## src/rtl/adc_seq_pkg.sv

```systemverilog
package adc_seq_pkg;

  localparam int unsigned BUS_DW = 16;

  // Byte addresses of the register window
  localparam int unsigned OFS_CTLA = 'h00;  // write: control A, read: start
  localparam int unsigned OFS_CTLB = 'h02;  // write: control B
  localparam int unsigned OFS_STAT = 'h04;  // read: status, write: clear pending
  localparam int unsigned OFS_DATA = 'h10;  // write: descriptor, read: result

  // Control word A fields
  localparam int unsigned CA_CONT  = 2;
  localparam int unsigned CA_FALL  = 3;
  localparam int unsigned CA_HF_IE = 8;
  localparam int unsigned CA_EX_IE = 9;
  localparam int unsigned CA_GIE   = 15;

  // Control word B fields
  localparam int unsigned CB_LIST_EN = 9;
  localparam int unsigned CB_RES_EN  = 10;

  typedef enum logic [1:0] {
    TRG_OFF  = 2'd0,
    TRG_SOFT = 2'd1,
    TRG_SCAN = 2'd2,
    TRG_EXT  = 2'd3
  } trig_mode_e;

  typedef struct packed {
    logic       diff;
    logic       unipolar;
    logic [1:0] gain;
    logic [3:0] chan;
  } list_entry_t;

  typedef enum logic [1:0] {
    RK_NONE = 2'd0,
    RK_STAT = 2'd1,
    RK_RES  = 2'd2
  } rd_kind_e;

endpackage

```

## src/rtl/adc_chan_list.sv

```systemverilog
// Descriptor queue. One-pass mode pops the head; keep mode walks a cursor
// over the stored entries and wraps it. DEPTH must be a power of two.
module adc_chan_list #(
  parameter int DEPTH = 16,
  parameter int EW    = 8,
  localparam int PW   = $clog2(DEPTH),
  localparam int CW   = $clog2(DEPTH + 1)
) (
  input  logic          clk,
  input  logic          rst,
  input  logic          clr,
  input  logic          push,
  input  logic [EW-1:0] din,
  input  logic          adv,
  input  logic          keep,
  output logic [EW-1:0] entry,
  output logic [CW-1:0] count,
  output logic          full
);

  logic [EW-1:0] mem [DEPTH];
  logic [PW-1:0] wr_ptr, base, cursor, idx;
  logic          push_ok, pop_ok, step_ok;

  assign full    = (count == CW'(DEPTH));
  assign push_ok = push && !clr && !full;
  assign pop_ok  = adv && !clr && !keep && (count != '0);
  assign step_ok = adv && !clr && keep && (count != '0);
  assign idx     = keep ? (base + cursor) : base;
  assign entry   = mem[idx];

  always_ff @(posedge clk) begin
    if (push_ok) mem[wr_ptr] <= din;
  end

  always_ff @(posedge clk) begin
    if (rst || clr) begin
      wr_ptr <= '0;
      base   <= '0;
      cursor <= '0;
      count  <= '0;
    end else begin
      if (push_ok) wr_ptr <= wr_ptr + PW'(1);
      if (pop_ok)  base   <= base + PW'(1);
      if (!keep) begin
        cursor <= '0;
      end else if (step_ok) begin
        cursor <= ((CW'(cursor) + CW'(1)) == count) ? '0 : cursor + PW'(1);
      end
      case ({push_ok, pop_ok})
        2'b10:   count <= count + CW'(1);
        2'b01:   count <= count - CW'(1);
        default: count <= count;
      endcase
    end
  end

endmodule

```

## src/rtl/adc_res_fifo.sv

```systemverilog
// Result queue with a registered read port, so that block RAM can be used.
module adc_res_fifo #(
  parameter int DEPTH = 16,
  parameter int W     = 12,
  localparam int PW   = $clog2(DEPTH),
  localparam int CW   = $clog2(DEPTH + 1)
) (
  input  logic          clk,
  input  logic          rst,
  input  logic          clr,
  input  logic          push,
  input  logic [W-1:0]  din,
  input  logic          pop,
  output logic [W-1:0]  dout,
  output logic [CW-1:0] count,
  output logic          empty,
  output logic          full
);

  logic [W-1:0]  mem [DEPTH];
  logic [PW-1:0] wr_ptr, rd_ptr;
  logic          push_ok, pop_ok;

  assign empty   = (count == '0);
  assign full    = (count == CW'(DEPTH));
  assign push_ok = push && !clr && !full;
  assign pop_ok  = pop && !clr && !empty;

  always_ff @(posedge clk) begin
    if (push_ok) mem[wr_ptr] <= din;
  end

  always_ff @(posedge clk) begin
    if (rst) begin
      dout <= '0;
    end else if (pop_ok) begin
      dout <= mem[rd_ptr];
    end else if (pop) begin
      dout <= '0;
    end
  end

  always_ff @(posedge clk) begin
    if (rst || clr) begin
      wr_ptr <= '0;
      rd_ptr <= '0;
      count  <= '0;
    end else begin
      if (push_ok) wr_ptr <= wr_ptr + PW'(1);
      if (pop_ok)  rd_ptr <= rd_ptr + PW'(1);
      case ({push_ok, pop_ok})
        2'b10:   count <= count + CW'(1);
        2'b01:   count <= count - CW'(1);
        default: count <= count;
      endcase
    end
  end

endmodule

```

## src/rtl/adc_conv_seq.sv

```systemverilog
// Conversion sequencer: launches one conversion per descriptor and pushes
// each code when the converter answers.
module adc_conv_seq
  import adc_seq_pkg::*;
#(
  parameter int CW = 5,
  parameter int DW = 12
) (
  input  logic          clk,
  input  logic          rst,
  input  logic          trig,
  input  logic          one_shot,
  input  logic          abort,
  input  logic [CW-1:0] list_cnt,
  input  list_entry_t   entry,
  input  logic          conv_done,
  input  logic [DW-1:0] conv_code,
  output logic          conv_start,
  output list_entry_t   sel,
  output logic          adv,
  output logic          res_push,
  output logic [DW-1:0] res_data,
  output logic          busy
);

  typedef enum logic [1:0] {S_IDLE, S_WAIT, S_NEXT} seq_state_e;

  seq_state_e    state;
  logic [CW-1:0] left;
  logic          finish;

  assign finish   = (state == S_WAIT) && conv_done && !abort;
  assign adv      = finish;
  assign res_push = finish;
  assign res_data = conv_code;
  assign busy     = (state != S_IDLE);

  always_ff @(posedge clk) begin
    if (rst) begin
      state      <= S_IDLE;
      left       <= '0;
      conv_start <= 1'b0;
      sel        <= '0;
    end else begin
      conv_start <= 1'b0;
      if (abort) begin
        state <= S_IDLE;
      end else begin
        case (state)
          S_IDLE: if (trig && list_cnt != '0) begin
            sel        <= entry;
            conv_start <= 1'b1;
            left       <= one_shot ? CW'(1) : list_cnt;
            state      <= S_WAIT;
          end
          S_WAIT: if (conv_done) begin
            if (left > CW'(1)) begin
              left  <= left - CW'(1);
              state <= S_NEXT;
            end else begin
              state <= S_IDLE;
            end
          end
          S_NEXT: if (list_cnt != '0) begin
            sel        <= entry;
            conv_start <= 1'b1;
            state      <= S_WAIT;
          end else begin
            state <= S_IDLE;
          end
          default: state <= S_IDLE;
        endcase
      end
    end
  end

endmodule

```

## src/rtl/adc_seq_top.sv

```systemverilog
module adc_seq_top
  import adc_seq_pkg::*;
#(
  parameter int LIST_DEPTH = 16,
  parameter int RES_DEPTH  = 16,
  parameter int CODE_W     = 12,
  parameter int BUS_AW     = 5,
  localparam int LCW       = $clog2(LIST_DEPTH + 1),
  localparam int RCW       = $clog2(RES_DEPTH + 1)
) (
  input  logic              clk,
  input  logic              rst,
  input  logic [BUS_AW-1:0] bus_addr,
  input  logic              bus_wr,
  input  logic              bus_rd,
  input  logic [BUS_DW-1:0] bus_wdata,
  output logic [BUS_DW-1:0] bus_rdata,
  input  logic              scan_tick_i,
  input  logic              ext_trig_i,
  output logic              conv_start_o,
  output logic [3:0]        mux_sel_o,
  output logic [1:0]        gain_o,
  output logic              unipolar_o,
  output logic              diff_o,
  input  logic              conv_done_i,
  input  logic [CODE_W-1:0] conv_code_i,
  output logic              irq_o
);

  localparam logic [BUS_AW-1:0] A_CTLA = BUS_AW'(OFS_CTLA);
  localparam logic [BUS_AW-1:0] A_CTLB = BUS_AW'(OFS_CTLB);
  localparam logic [BUS_AW-1:0] A_STAT = BUS_AW'(OFS_STAT);
  localparam logic [BUS_AW-1:0] A_DATA = BUS_AW'(OFS_DATA);

  // Control state
  trig_mode_e mode_q;
  logic cont_q, fall_q, hf_ie_q, ex_ie_q, gie_q;
  logic list_en_q, res_en_q;

  // Datapath links
  logic [7:0]        list_entry;
  logic [LCW-1:0]    list_cnt;
  logic              list_full, list_push, list_adv;
  logic [CODE_W-1:0] res_dout, res_din;
  logic [RCW-1:0]    res_cnt;
  logic              res_empty, res_full, res_half, res_pop, seq_push, res_push;
  list_entry_t       seq_sel;
  logic              seq_busy, trig, abort;

  // Events, status, read path
  logic        ext_q, ext_fire, sw_fire, scan_fire, hf_q, irq_clr, ovf_q;
  logic [1:0]  pend;
  logic [BUS_DW-1:0] stat, stat_q;
  rd_kind_e    rkind_q;
  logic        unused_wdata;

  assign unused_wdata = ^bus_wdata[14:11];

  always_ff @(posedge clk) begin
    if (rst) begin
      mode_q    <= TRG_OFF;
      cont_q    <= 1'b0;
      fall_q    <= 1'b0;
      hf_ie_q   <= 1'b0;
      ex_ie_q   <= 1'b0;
      gie_q     <= 1'b0;
      list_en_q <= 1'b0;
      res_en_q  <= 1'b0;
    end else if (bus_wr) begin
      if (bus_addr == A_CTLA) begin
        mode_q  <= trig_mode_e'(bus_wdata[1:0]);
        cont_q  <= bus_wdata[CA_CONT];
        fall_q  <= bus_wdata[CA_FALL];
        hf_ie_q <= bus_wdata[CA_HF_IE];
        ex_ie_q <= bus_wdata[CA_EX_IE];
        gie_q   <= bus_wdata[CA_GIE];
      end
      if (bus_addr == A_CTLB) begin
        list_en_q <= bus_wdata[CB_LIST_EN];
        res_en_q  <= bus_wdata[CB_RES_EN];
      end
    end
  end

  // Trigger sources
  always_ff @(posedge clk) begin
    if (rst) ext_q <= 1'b0;
    else     ext_q <= ext_trig_i;
  end

  assign sw_fire   = bus_rd && (bus_addr == A_CTLA) && (mode_q == TRG_SOFT);
  assign scan_fire = scan_tick_i && (mode_q == TRG_SCAN);
  assign ext_fire  = (mode_q == TRG_EXT) &&
                     (fall_q ? (ext_q && !ext_trig_i) : (!ext_q && ext_trig_i));
  assign trig      = sw_fire || scan_fire || ext_fire;
  assign abort     = (mode_q == TRG_OFF) || !list_en_q;

  assign list_push = bus_wr && (bus_addr == A_DATA) && list_en_q;
  assign res_pop   = bus_rd && (bus_addr == A_DATA);
  assign res_push  = seq_push && res_en_q;

  adc_chan_list #(.DEPTH(LIST_DEPTH), .EW(8)) u_list (
    .clk   (clk),
    .rst   (rst),
    .clr   (!list_en_q),
    .push  (list_push),
    .din   (bus_wdata[7:0]),
    .adv   (list_adv),
    .keep  (cont_q),
    .entry (list_entry),
    .count (list_cnt),
    .full  (list_full)
  );

  adc_conv_seq #(.CW(LCW), .DW(CODE_W)) u_seq (
    .clk        (clk),
    .rst        (rst),
    .trig       (trig),
    .one_shot   (mode_q == TRG_SOFT),
    .abort      (abort),
    .list_cnt   (list_cnt),
    .entry      (list_entry_t'(list_entry)),
    .conv_done  (conv_done_i),
    .conv_code  (conv_code_i),
    .conv_start (conv_start_o),
    .sel        (seq_sel),
    .adv        (list_adv),
    .res_push   (seq_push),
    .res_data   (res_din),
    .busy       (seq_busy)
  );

  adc_res_fifo #(.DEPTH(RES_DEPTH), .W(CODE_W)) u_res (
    .clk   (clk),
    .rst   (rst),
    .clr   (!res_en_q),
    .push  (res_push),
    .din   (res_din),
    .pop   (res_pop),
    .dout  (res_dout),
    .count (res_cnt),
    .empty (res_empty),
    .full  (res_full)
  );

  assign mux_sel_o  = seq_sel.chan;
  assign gain_o     = seq_sel.gain;
  assign unipolar_o = seq_sel.unipolar;
  assign diff_o     = seq_sel.diff;

  assign res_half = (res_cnt >= RCW'(RES_DEPTH / 2));
  assign irq_clr  = bus_wr && (bus_addr == A_STAT);

  // Overflow flag and pending events
  always_ff @(posedge clk) begin
    if (rst || !res_en_q)               ovf_q <= 1'b0;
    else if (res_push && res_full)      ovf_q <= 1'b1;
  end

  always_ff @(posedge clk) begin
    if (rst) begin
      hf_q  <= 1'b0;
      pend  <= '0;
      irq_o <= 1'b0;
    end else begin
      hf_q  <= res_half;
      irq_o <= gie_q && (pend != '0);
      if (irq_clr) begin
        pend <= '0;
      end else begin
        if (res_half && !hf_q && hf_ie_q) pend[0] <= 1'b1;
        if (ext_fire && ex_ie_q)          pend[1] <= 1'b1;
      end
    end
  end

  always_comb begin
    stat      = '0;
    stat[0]   = seq_busy;
    stat[1]   = list_full;
    stat[2]   = res_empty;
    stat[3]   = res_half;
    stat[4]   = res_full;
    stat[5]   = ovf_q;
    stat[8]   = pend[0];
    stat[9]   = pend[1];
  end

  // Read path: one cycle of latency, held until the next read
  always_ff @(posedge clk) begin
    if (rst) begin
      rkind_q <= RK_NONE;
      stat_q  <= '0;
    end else if (bus_rd) begin
      stat_q <= stat;
      if (bus_addr == A_STAT)      rkind_q <= RK_STAT;
      else if (bus_addr == A_DATA) rkind_q <= RK_RES;
      else                         rkind_q <= RK_NONE;
    end
  end

  always_comb begin
    case (rkind_q)
      RK_STAT: bus_rdata = stat_q;
      RK_RES:  bus_rdata = BUS_DW'(res_dout);
      default: bus_rdata = '0;
    endcase
  end

endmodule

```

## config.mk

```make
export PLATFORM = sky130hd
export DESIGN_NAME = adc_seq_top
export DESIGN_NICKNAME = d
export VERILOG_FILES = /design/src/rtl/adc_seq_pkg.sv /design/src/rtl/adc_chan_list.sv /design/src/rtl/adc_res_fifo.sv /design/src/rtl/adc_conv_seq.sv /design/src/rtl/adc_seq_top.sv
export SDC_FILE = /design/constraint.sdc
export NUM_CORES = 1
export LEC_CHECK = 0
export BUFFER_PORTS_ARGS = -buffer_cell sky130_fd_sc_hd__buf_4
export CAP_MARGIN = 5
export CORE_MARGIN = 4
export CORE_UTILIZATION = 55
export CTS_CLUSTER_SIZE = 25
export DETAILED_ROUTE_END_ITERATION = 8
export PLACE_DENSITY = 0.75
export SETUP_SLACK_MARGIN = 0.2
export SLEW_MARGIN = 5
export SYNTH_ARGS = -nofsm -noshare
export SYNTH_HDL_FRONTEND = slang
export SYNTH_SLANG_ARGS = --single-unit
```

## constraint.sdc

```tcl
create_clock -name clk -period 3.3 [get_ports clk]
set_clock_uncertainty 0.2 [all_clocks]
set_input_delay 0 -clock clk [delete_from_list [all_inputs] [get_ports clk]]
set_output_delay 0 -clock clk [all_outputs]
set_load 0.03 [all_outputs]
```

==> results of run 1 <==
-- routing by layer --
metal,share of wire [%],global-route usage (%),vias up
li1,-,-,4605
met1,41,28.4,4961
met2,51,37.5,334
met3,5.5,2.77,60
met4,2.3,5.28,0
met5,0,0,-
-- flip-flops by register name, indices dropped and copies added (netlist names), 4 cells and up, named ones only --
| register | flops |
|---|---|
| u_seq.left | 5 |
| u_list.base | 4 |
| u_res.count | 5 |
| u_res.wr_ptr | 4 |
| u_list.wr_ptr | 4 |
| u_list.mem | 128 |
| u_seq.sel | 8 |
| stat_q | 8 |
| u_res.dout | 12 |
| u_list.count | 5 |
| u_res.mem | 192 |
| u_res.rd_ptr | 4 |
| u_list.cursor | 4 |
-- kinds of logic (layout without fill, tap and decap cells) --
kind of cell,after synthesis,in the layout,share of synthesized area (%)
AOI/OAI and AO/OA,126,126,5.30
adders and majority gates,26,26,1.98
and+or+nand+nor,369,369,10.2
xor gates and xnor gates,30,30,1.57
muxes,98,98,10.4
other,1,4,0.0223
buffers and inverters,97,266,2.92
DFF,407,407,67.6
-- final cells by class --
type                       instances  area [sq um]  share of cell area [%]
tap                              390           488                    2.48
sequential                       407         11400                    57.7
multi-input combinational        653          5030                    25.6
clock inverter                    10          85.1                   0.432
inverter                          29           109                   0.553
timing repair buffer             164          1410                    7.16
clock buffer                      63          1200                    6.11
-- path summary, 6_finish.rpt --
check                               start                           end  cells after the start
max          u_list.count[1]$_SDFFE_PP0P_  u_list.count[4]$_SDFFE_PP0P_                     12
min                          bus_wdata[9]          ex_ie_q$_SDFFE_PP0P_                      4
max reg2reg  u_list.count[1]$_SDFFE_PP0P_  u_list.count[4]$_SDFFE_PP0P_                     12
min reg2reg    u_res.dout[8]$_SDFFE_PP0P_    u_res.dout[8]$_SDFFE_PP0P_                      2
-- per-stage QoR --
step                instance area (sq um)  instances  total power, W  hold WS, ps  setup slack, ps
global placement                    17900       1597         0.00576         19.3              324
floorplan                           16800       1157         0.00568         -101             97.5
CTS                                 19600       1714          0.0102         88.4              221
finish                              19700       1716          0.0101         96.6              328
detailed placement                  17900       1597         0.00577         21.6              252
global route                        19700       1716          0.0104          112              166
-- repair_timing --
| action | in CTS | in global routing |
|---|---|---|
| gates resized for setup | 0 | 12 |
| setup buffers | 0 | 1 |
| hold buffers | 44 | 0 |
| hold endpoints to repair | 371 | 0 |
| endpoints found under the setup margin | 0 | 10 |
-- worst reg2reg max path, cell delays in order, from the launching register on --
cell                       delay (ps)
sky130_fd_sc_hd__dfxtp_1          310
sky130_fd_sc_hd__or4_4            540
sky130_fd_sc_hd__o211ai_4         240
sky130_fd_sc_hd__nor2_4            90
sky130_fd_sc_hd__ha_2             190
sky130_fd_sc_hd__xor2_1           140
sky130_fd_sc_hd__ha_2             210
sky130_fd_sc_hd__or3b_4           370
sky130_fd_sc_hd__a21oi_2          130
sky130_fd_sc_hd__o21bai_1          70
sky130_fd_sc_hd__a21oi_1          170
sky130_fd_sc_hd__xnor2_1          130
sky130_fd_sc_hd__nor2_1            60
-- cell usage in the layout, fill, tap and decap left out, types with 7 or more instances in the layout --
cell type	instances
sky130_fd_sc_hd__edfxtp_1	320
sky130_fd_sc_hd__buf_4	115
sky130_fd_sc_hd__nor2_1	106
sky130_fd_sc_hd__nand2_1	136
sky130_fd_sc_hd__clkbuf_16	44
sky130_fd_sc_hd__mux2i_1	37
sky130_fd_sc_hd__a31oi_1	18
sky130_fd_sc_hd__xor2_1	18
sky130_fd_sc_hd__nand2b_1	13
sky130_fd_sc_hd__o21ai_1	12
sky130_fd_sc_hd__a21oi_1	21
sky130_fd_sc_hd__dlygate4sd3_1	44
sky130_fd_sc_hd__xnor2_1	11
sky130_fd_sc_hd__o21ai_0	9
sky130_fd_sc_hd__clkbuf_1	14
sky130_fd_sc_hd__dfxtp_1	81
sky130_fd_sc_hd__nor3_1	11
sky130_fd_sc_hd__nor2b_1	7
sky130_fd_sc_hd__mux4_2	56
sky130_fd_sc_hd__a32oi_1	16
sky130_fd_sc_hd__a22oi_1	10
sky130_fd_sc_hd__inv_1	29
sky130_fd_sc_hd__ha_1	23
sky130_fd_sc_hd__nand3_1	38
-- report_power, final --
group          switching (W)  internal [W]
clock network        0.00184       0.00259
registers         0.00000285       0.00552
logic               0.000101     0.0000684
total                0.00195       0.00818
==> flow_summary.toml, run 1 <==
[run_status]
run_status = "finished clean"

[cells_and_area]
nFillCells = 2050
utilization_pct = 65.9
number_of_nets_in_the_layout = 1362
area_growth_pct = 17.3
layout-drive-gt1-share_pct = 20.4
num_antenna_cells = 0

[timing]
timing.final.setup_violations = 0
timing_worst_slew_pin_value_ps = 805
final_hold_viol_count = 0
finalCritPeriodShare_pct = 90.1
fin_setup_tns_ps = 0
fmax_mhz = 336
timing_max_transition_violations_final = 0
timing.slew.headroom_pct = 46.3
period_minus_slack_ps = 2970
grt_setup_unrepaired = "false"

[detailed_routing]
ant_nets = 0
detail_route.drc_violations = 0
vias = 9960
drt-wirelength-per-cell_um = 20.7
initialDrtViolationCount = 919
drt_pass1_iterations = 6
via_per_inst = 5.80
drt_wl_total_mm = 35.5

[global_route]
grt_max_degree = 65
grtUsageTotal_pct = 21.3
grt_first_pass_wirelength_mm = 55.7
globalRouteOverflowTotal = 0
vias_in_the_first_global_route = 9913
antenna_found_initial = 0

[worst_setup_path]
slowest_stage = "sky130_fd_sc_hd__or4_4"
worst_ep_arrival_time_ps = 3180
crit_path_max_incr_delay_ps = 540
setup.worst_path.end_class = "flip-flop"
timing.critical_path.max_delay_family = "simple AND/OR/NAND/NOR gates"
crit_buf_inv = 0
worstPathMaxFanout = 6
cp_common_cell = "sky130_fd_sc_hd__ha_2"
critical_path.cell_chain = "or4_4, o211ai_4, nor2_4, ha_2, xor2_1, ha_2, or3b_4, a21oi_2, o21bai_1, a21oi_1, xnor2_1, nor2_1"
worst-r2r-setup-slack_ps = 330
crit_path_start_kind = "flip-flop"
worstSetupPathType = "reg2reg"
worst_ep_required_time_ps = 3500

[logic_synthesis]
yosysUniqueCellTypes = 70
synth_top_area_share_pct = 57.3
postSynthAreaPerCell_sq_um = 14.5
async_reset_ff_share_pct = 0
synth_most_common_cell = "sky130_fd_sc_hd__edfxtp_1"
commonest_cells_in_the_netlist = "sky130_fd_sc_hd__edfxtp_1 (320), sky130_fd_sc_hd__nand2_1 (136), sky130_fd_sc_hd__nor2_1 (106)"
netlist_area_sq_um = 16800
netlist.top_cell.by_area = "sky130_fd_sc_hd__edfxtp_1"
synth-warning-count = 0
ys_seq_elements = 407
synthesis.instances = 1154
yosys_most_used_dff = "sky130_fd_sc_hd__edfxtp_1"
synth-edff-count = 320
netlist_top_cells_area = "sky130_fd_sc_hd__edfxtp_1 (57%), sky130_fd_sc_hd__dfxtp_1 (10%), sky130_fd_sc_hd__mux4_2 (7.5%)"
post_synthesis_sequential_area_ratio_pct = 67.6

[clock_network]
cts_tree = "built"
htree_levels = 2
cts.sink_count = 407
cts_inserted_buffers = 41
cts_root_buf = "sky130_fd_sc_hd__clkbuf_16"
clkLatencyLatePin_ps = 530
cts_max_path_buffers = 3
clk_pin_slew_worst_paths_ps = 70

[die]
fp.dieH_um = 183
die_area_sq_um = 33400
fp.dieW_um = 183
start_util_pct = 56.2
coreArea_sq_um = 29900
std_cell_rows = 63
ports = 66

[power_and_ir_drop]
power-per-cell-area_nw_per_um2 = 514
p_leak_nw = 6.73
peakVddDrop_v = 0.000576

[place]
port_buffers = 57
place_congestion = 0.807
hpwlAfterDp_mm = 21.9

[min_path]
timing.hold.worst.class = "in2reg"

[flow_run]
max_cap_violations = 0
Note: power is estimated with default switching activity, not from simulation.
==> inputs of run 2 (changes only) <==
--- a/config.mk
+++ b/config.mk
@@ -8,10 +8,9 @@
 export BUFFER_PORTS_ARGS = -buffer_cell sky130_fd_sc_hd__buf_4
 export CAP_MARGIN = 5
 export CORE_MARGIN = 4
-export CORE_UTILIZATION = 55
+export CORE_UTILIZATION = 35
 export CTS_CLUSTER_SIZE = 25
 export DETAILED_ROUTE_END_ITERATION = 8
-export PLACE_DENSITY = 0.75
 export SETUP_SLACK_MARGIN = 0.2
 export SLEW_MARGIN = 5
 export SYNTH_ARGS = -nofsm -noshare
==> flow_summary.toml, run 2 (synthesized netlist as in run 1, its figures left out) <==
[run_status]
run_status = "finished clean"

[detailed_routing]
drt_wl_total_mm = 37.9
ant_nets = 0
detail_route.drc_violations = 0
vias = 9969
initialDrtViolationCount = 712
drt-wirelength-per-cell_um = 19.4
via_per_inst = 5.11
drt_pass1_iterations = 4

[cells_and_area]
multi_input_comb_area_sq_um = 5050
final_common_cell = "sky130_fd_sc_hd__edfxtp_1"
register_area_sq_um = 11400
nFillCells = 4166
mostFrequentLayoutCells = "sky130_fd_sc_hd__edfxtp_1 (320), sky130_fd_sc_hd__nand2_1 (136), sky130_fd_sc_hd__buf_4 (116)"
biggestRegsByFlops = "u_res.mem x192, u_list.mem x128, u_res.dout x12"
number_of_nets_in_the_layout = 1376
num_antenna_cells = 0
max_ffs_per_register = 192
area_growth_pct = 19.9
layout-drive-gt1-share_pct = 20.1
regMostFlops = "u_res.mem"
final_cells = 1949

[timing]
final_hold_viol_count = 0
period_minus_slack_ps = 3010
fmax_mhz = 332
grt_setup_unrepaired = "true"
timing_worst_slew_pin_value_ps = 991
timing.slew.headroom_pct = 33.9
finalCritPeriodShare_pct = 91.2
timing_max_transition_violations_final = 0
final.hold.worst_slack_ps = 97.3
fin_setup_tns_ps = 0
timing.final.setup_violations = 0

[global_route]
grt_first_pass_wirelength_mm = 58.6
globalRouteOverflowTotal = 0
antenna_found_initial = 0
grt_max_degree = 65
grtUsageTotal_pct = 14.8
vias_in_the_first_global_route = 9970

[worst_setup_path]
setup.worst_path.end_class = "flip-flop"
worst_ep_arrival_time_ps = 3230
worstSetupPathType = "reg2reg"
worst_ep_required_time_ps = 3520
crit_path_start_kind = "flip-flop"
worstPathMaxFanout = 6

[power_and_ir_drop]
p_leak_nw = 6.78
power-per-cell-area_nw_per_um2 = 507
peakVddDrop_v = 0.000375

[clock_network]
clk_pin_slew_worst_paths_ps = 60
cts_tree = "built"
cts_root_buf = "sky130_fd_sc_hd__clkbuf_16"
clkLatencyLatePin_ps = 550
cts_inserted_buffers = 43
cts.sink_count = 407
cts_max_path_buffers = 3
htree_levels = 2

[min_path]
timing.hold.worst.class = "in2reg"

[die]
coreArea_sq_um = 47000
start_util_pct = 35.7
fp.dieW_um = 227
fp.dieH_um = 227
die_area_sq_um = 51500
ports = 66
std_cell_rows = 79

[place]
hpwlAfterDp_mm = 23.5
placed_cells = 1818
place_congestion = 0.771
port_buffers = 57

[flow_run]
max_cap_violations = 0
## run 2: cell types whose count changed in the layout (fill, tap and decap cells not counted), moves of 2 or more
| cell | delta |
|---|---|
| sky130_fd_sc_hd__clkinvlp_4 | -2 |
| sky130_fd_sc_hd__buf_12 | +4 |
| sky130_fd_sc_hd__dfxtp_1 | +2 |
| sky130_fd_sc_hd__clkinv_1 | +4 |
| sky130_fd_sc_hd__dlygate4sd3_1 | +8 |
| sky130_fd_sc_hd__clkinv_2 | +3 |
| sky130_fd_sc_hd__dfxtp_2 | -2 |
| sky130_fd_sc_hd__clkbuf_8 | -3 |
## run 2: through the flow
| stage | power, W | setup WS [ps] | utilization, % | area [sq um] |
|---|---|---|---|---|
| finish | 0.0102 | 290 | 42.9 | 20100 |
| CTS | 0.0103 | 218 | 42.7 | 20100 |
| floorplan | 0.00568 | 97.5 | - | 16800 |
| detailed placement | 0.00577 | 156 | 38.8 | 18200 |
| global placement | 0.00577 | 204 | 38.8 | 18200 |
| global route | 0.0106 | 154 | 42.9 | 20100 |
## run 2: power breakdown
group | internal [W] | switching (W)
Sequential | 0.00552 | 0.00000306
Combinational | 0.0000705 | 0.000105
Clock | 0.00261 | 0.00190
## run 2: final timing paths
| kind | start | end | slack [ps] | cells past startpoint |
|---|---|---|---|---|
| worst min-delay path | conv_code_i[10] | u_res.mem[7][10]$_DFFE_PP_ | 100 | 2 |
| worst min register to register | u_res.dout[6]$_SDFFE_PP0P_ | u_res.dout[6]$_SDFFE_PP0P_ | 240 | 2 |
| worst max-delay path | u_list.count[0]$_SDFFE_PP0P_ | u_list.count[4]$_SDFFE_PP0P_ | 290 | 12 |
| worst max register to register | u_list.count[0]$_SDFFE_PP0P_ | u_list.count[4]$_SDFFE_PP0P_ | 290 | 12 |
## run 2: timing repair
action                     in CTS  in global routing
hold buffers                   52                  0
setup endpoints to repair       1                 11
pin swaps                       0                  3
gates resized for setup         2                 10
hold endpoints to repair      365                  0
setup buffers                   0                  2
## run 2: final cells by class
class                   instances  area share (%)
flip-flops and latches        407            56.4
multi-input cells             653            25.1
clock inverters                17           0.672
inverters                      29           0.541
clock buffers                  60            5.76
repair buffers                176            7.71
well taps                     607            3.77
## run 2: critical path, cell delays in order, from the launching register on
cell and delay [ps]:
sky130_fd_sc_hd__dfxtp_2 360, sky130_fd_sc_hd__or4_4 540, sky130_fd_sc_hd__o211ai_4 210, sky130_fd_sc_hd__nor2_4 90
sky130_fd_sc_hd__ha_4 220, sky130_fd_sc_hd__xor2_1 150, sky130_fd_sc_hd__ha_2 210, sky130_fd_sc_hd__or3b_4 370
sky130_fd_sc_hd__a21oi_2 140, sky130_fd_sc_hd__o21bai_1 80, sky130_fd_sc_hd__a21oi_2 140, sky130_fd_sc_hd__xnor2_1 120
sky130_fd_sc_hd__nor2_1 60
## run 2: per-layer routing
metal / routed length (um) / global-route usage, % / vias to the layer above
met2: 18200 / 24.2 / 231
met4: 931 / 4.55 / 0
li1: - / - / 4641
met1: 16900 / 20.2 / 5030
met5: 0 / 0 / -
met3: 1790 / 2.80 / 67
==> inputs of run 3 (changes only) <==
--- a/config.mk
+++ b/config.mk
@@ -8,9 +8,11 @@
 export BUFFER_PORTS_ARGS = -buffer_cell sky130_fd_sc_hd__buf_4
 export CAP_MARGIN = 5
 export CORE_MARGIN = 4
-export CORE_UTILIZATION = 35
+export CORE_UTILIZATION = 58
 export CTS_CLUSTER_SIZE = 25
 export DETAILED_ROUTE_END_ITERATION = 8
+export PLACE_DENSITY = 0.76
+export REMOVE_ABC_BUFFERS = 1
 export SETUP_SLACK_MARGIN = 0.2
 export SLEW_MARGIN = 5
 export SYNTH_ARGS = -nofsm -noshare
==> constraint.sdc (replaced) <==
create_clock -name clk -period 3.5 [get_ports clk]
set_clock_uncertainty 0.2 [all_clocks]
set_input_delay 0 -clock clk [delete_from_list [all_inputs] [get_ports clk]]
set_output_delay 0 -clock clk [all_outputs]
set_load 0.03 [all_outputs]
==> flow_summary.toml, run 3 (synthesized netlist as in run 1, its figures left out) <==
[worst_setup_path]
r2r_start = "u_res.count[1]$_SDFFE_PP0P_"
r2r_end = "u_res.count[4]$_SDFFE_PP0P_"
worst-r2r-setup-slack_ps = 410
worstPathMaxFanout = 8
setup.worst_path.end_class = "flip-flop"
worst_ep_required_time_ps = 3740
slowest_stage = "sky130_fd_sc_hd__dfxtp_1"
worst_ep_arrival_time_ps = 3330
worstSetupPathType = "reg2reg"
crit_path_max_incr_delay_ps = 370
ff2ff_path_depth = 13
crit_path_start_kind = "flip-flop"
critical_path.cell_chain = "nor3_1, and3b_1, and3b_1, inv_1, ha_1, xor2_1, ha_1, a21boi_0, o211ai_1, a21oi_1, a31oi_1, or3_1, a21oi_1"

[timing]
period_minus_slack_ps = 3090
timing.final.setup_violations = 0
final.hold.worst_slack_ps = 102
grt_setup_unrepaired = "true"
timing_worst_slew_pin_value_ps = 872
timing.slew.headroom_pct = 41.9
fmax_mhz = 324
timing_max_transition_violations_final = 0
finalCritPeriodShare_pct = 88.3
fin_setup_tns_ps = 0
final_hold_viol_count = 0

[cells_and_area]
final_common_cell = "sky130_fd_sc_hd__edfxtp_1"
biggestRegsByFlops = "u_res.mem x192, u_list.mem x128, u_res.dout x12"
regMostFlops = "u_res.mem"
layout-drive-gt1-share_pct = 19.1
num_antenna_cells = 0
utilization_pct = 68.2
mostFrequentLayoutCells = "sky130_fd_sc_hd__edfxtp_1 (320), sky130_fd_sc_hd__nand2_1 (136), sky130_fd_sc_hd__buf_4 (107)"
area_growth_pct = 16.3
number_of_nets_in_the_layout = 1351
max_ffs_per_register = 192

[detailed_routing]
vias = 9995
drt-wirelength-per-cell_um = 20.8
initialDrtViolationCount = 885
via_per_inst = 5.88
ant_nets = 0
detail_route.drc_violations = 0
drt_wl_total_mm = 35.4
drt_pass1_iterations = 5

[clock_network]
cts.sink_count = 407
cts_max_path_buffers = 3
clk_pin_slew_worst_paths_ps = 60
cts_tree = "built"
clkLatencyLatePin_ps = 520
cts_inserted_buffers = 41
htree_levels = 2
cts_root_buf = "sky130_fd_sc_hd__clkbuf_16"

[min_path]
timing.hold.worst.class = "in2reg"
worst_hold_path.num_cells = 4
hold_path_startpoint = "bus_wdata[9]"
worst_hold_path.endpoint = "ex_ie_q$_SDFFE_PP0P_"

[place]
place_congestion = 0.772
port_buffers = 57
hpwlAfterDp_mm = 21.1

[global_route]
grt_max_degree = 65
vias_in_the_first_global_route = 10100
grt_first_pass_wirelength_mm = 55.3
antenna_found_initial = 0
grtUsageTotal_pct = 22.7
globalRouteOverflowTotal = 0

[die]
fp.dieH_um = 178
die_area_sq_um = 31700
start_util_pct = 58.6
coreArea_sq_um = 28600
ports = 66
std_cell_rows = 62
fp.dieW_um = 178

[power_and_ir_drop]
peakVddDrop_v = 0.000417
p_total_w = 0.00956
power-per-cell-area_nw_per_um2 = 490
p_leak_nw = 6.66

[run_status]
run_status = "finished clean"

[flow_run]
max_cap_violations = 0
## run 3: cell count changes in the layout (fill, tap and decap cells not counted), sizes merged
cell / delta
clkbuf: -2
clkinv: -1
clkinvlp: +1
buf: -15
bufinv: -1
inv: +1
dlygate4sd3: -8
## run 3: how the worst max path moves through the flow
stage                                      start                            to  slack, ps  cells after the start
global placement    u_list.count[0]$_SDFFE_PP0P_  u_list.count[4]$_SDFFE_PP0P_        440                     12
CTS                 u_list.count[0]$_SDFFE_PP0P_  u_list.count[4]$_SDFFE_PP0P_        390                     12
global route         u_res.count[1]$_SDFFE_PP0P_   u_res.count[4]$_SDFFE_PP0P_        170                     13
detailed placement  u_list.count[0]$_SDFFE_PP0P_  u_list.count[4]$_SDFFE_PP0P_        400                     12
floorplan            u_list.base[0]$_SDFFE_PP0P_     u_seq.sel[0]$_SDFFE_PP0P_      -1570                      8
finish               u_res.count[1]$_SDFFE_PP0P_   u_res.count[4]$_SDFFE_PP0P_        410                     13
## run 3: metrics by stage
step / cells / worst slack, ps / instance area (sq um)
2_1_floorplan: 1089 / -1570 / 16400
3_3_place_gp: 1582 / 437 / 17800
3_5_place_dp: 1582 / 402 / 17800
4_1_cts: 1701 / 390 / 19500
5_1_grt: 1701 / 166 / 19500
6_report: 1701 / 410 / 19500
## run 3: layer usage
metal	GRT usage [%]	vias to the layer above	routed length [um]
met1	30.0	4980	14100
li1	-	4587	-
met2	38.9	360	18100
met3	3.60	68	2250
met5	0	-	0
met4	7.12	0	998
## run 3: power breakdown
| part | switching [W] | internal [W] |
|---|---|---|
| clock network | 0.00176 | 0.00243 |
| logic | 0.0000968 | 0.0000642 |
| registers | 0.00000238 | 0.00521 |
| total | 0.00186 | 0.00770 |
## run 3: worst max-delay path: cells and delay by family, from the launching register on
kind | cells | cell delay [ps]
AND/OR/NAND/NOR | 4 | 1060
AO/OA/AOI/OAI | 5 | 760
flip-flops | 1 | 370
adder cells (fa/ha/maj) | 2 | 370
XOR/XNOR | 1 | 160
buffers and inverters | 1 | 80
## run 3: final cells by class
type | count | area (sq um)
Sequential cell | 407 | 11400
Tap cell | 384 | 480
Inverter | 29 | 109
Multi-Input combinational cell | 653 | 4990
Timing Repair Buffer | 153 | 1280
Clock buffer | 58 | 1180
Clock inverter | 17 | 118
Fill cell | 1833 | 9100
## run 3: what timing repair did
item                       4_1_cts  5_1_grt
hold endpoints to repair       365        0
setup buffers                    0        0
setup endpoints to repair        0        2
resized for setup                0        3
hold buffers                    44        0
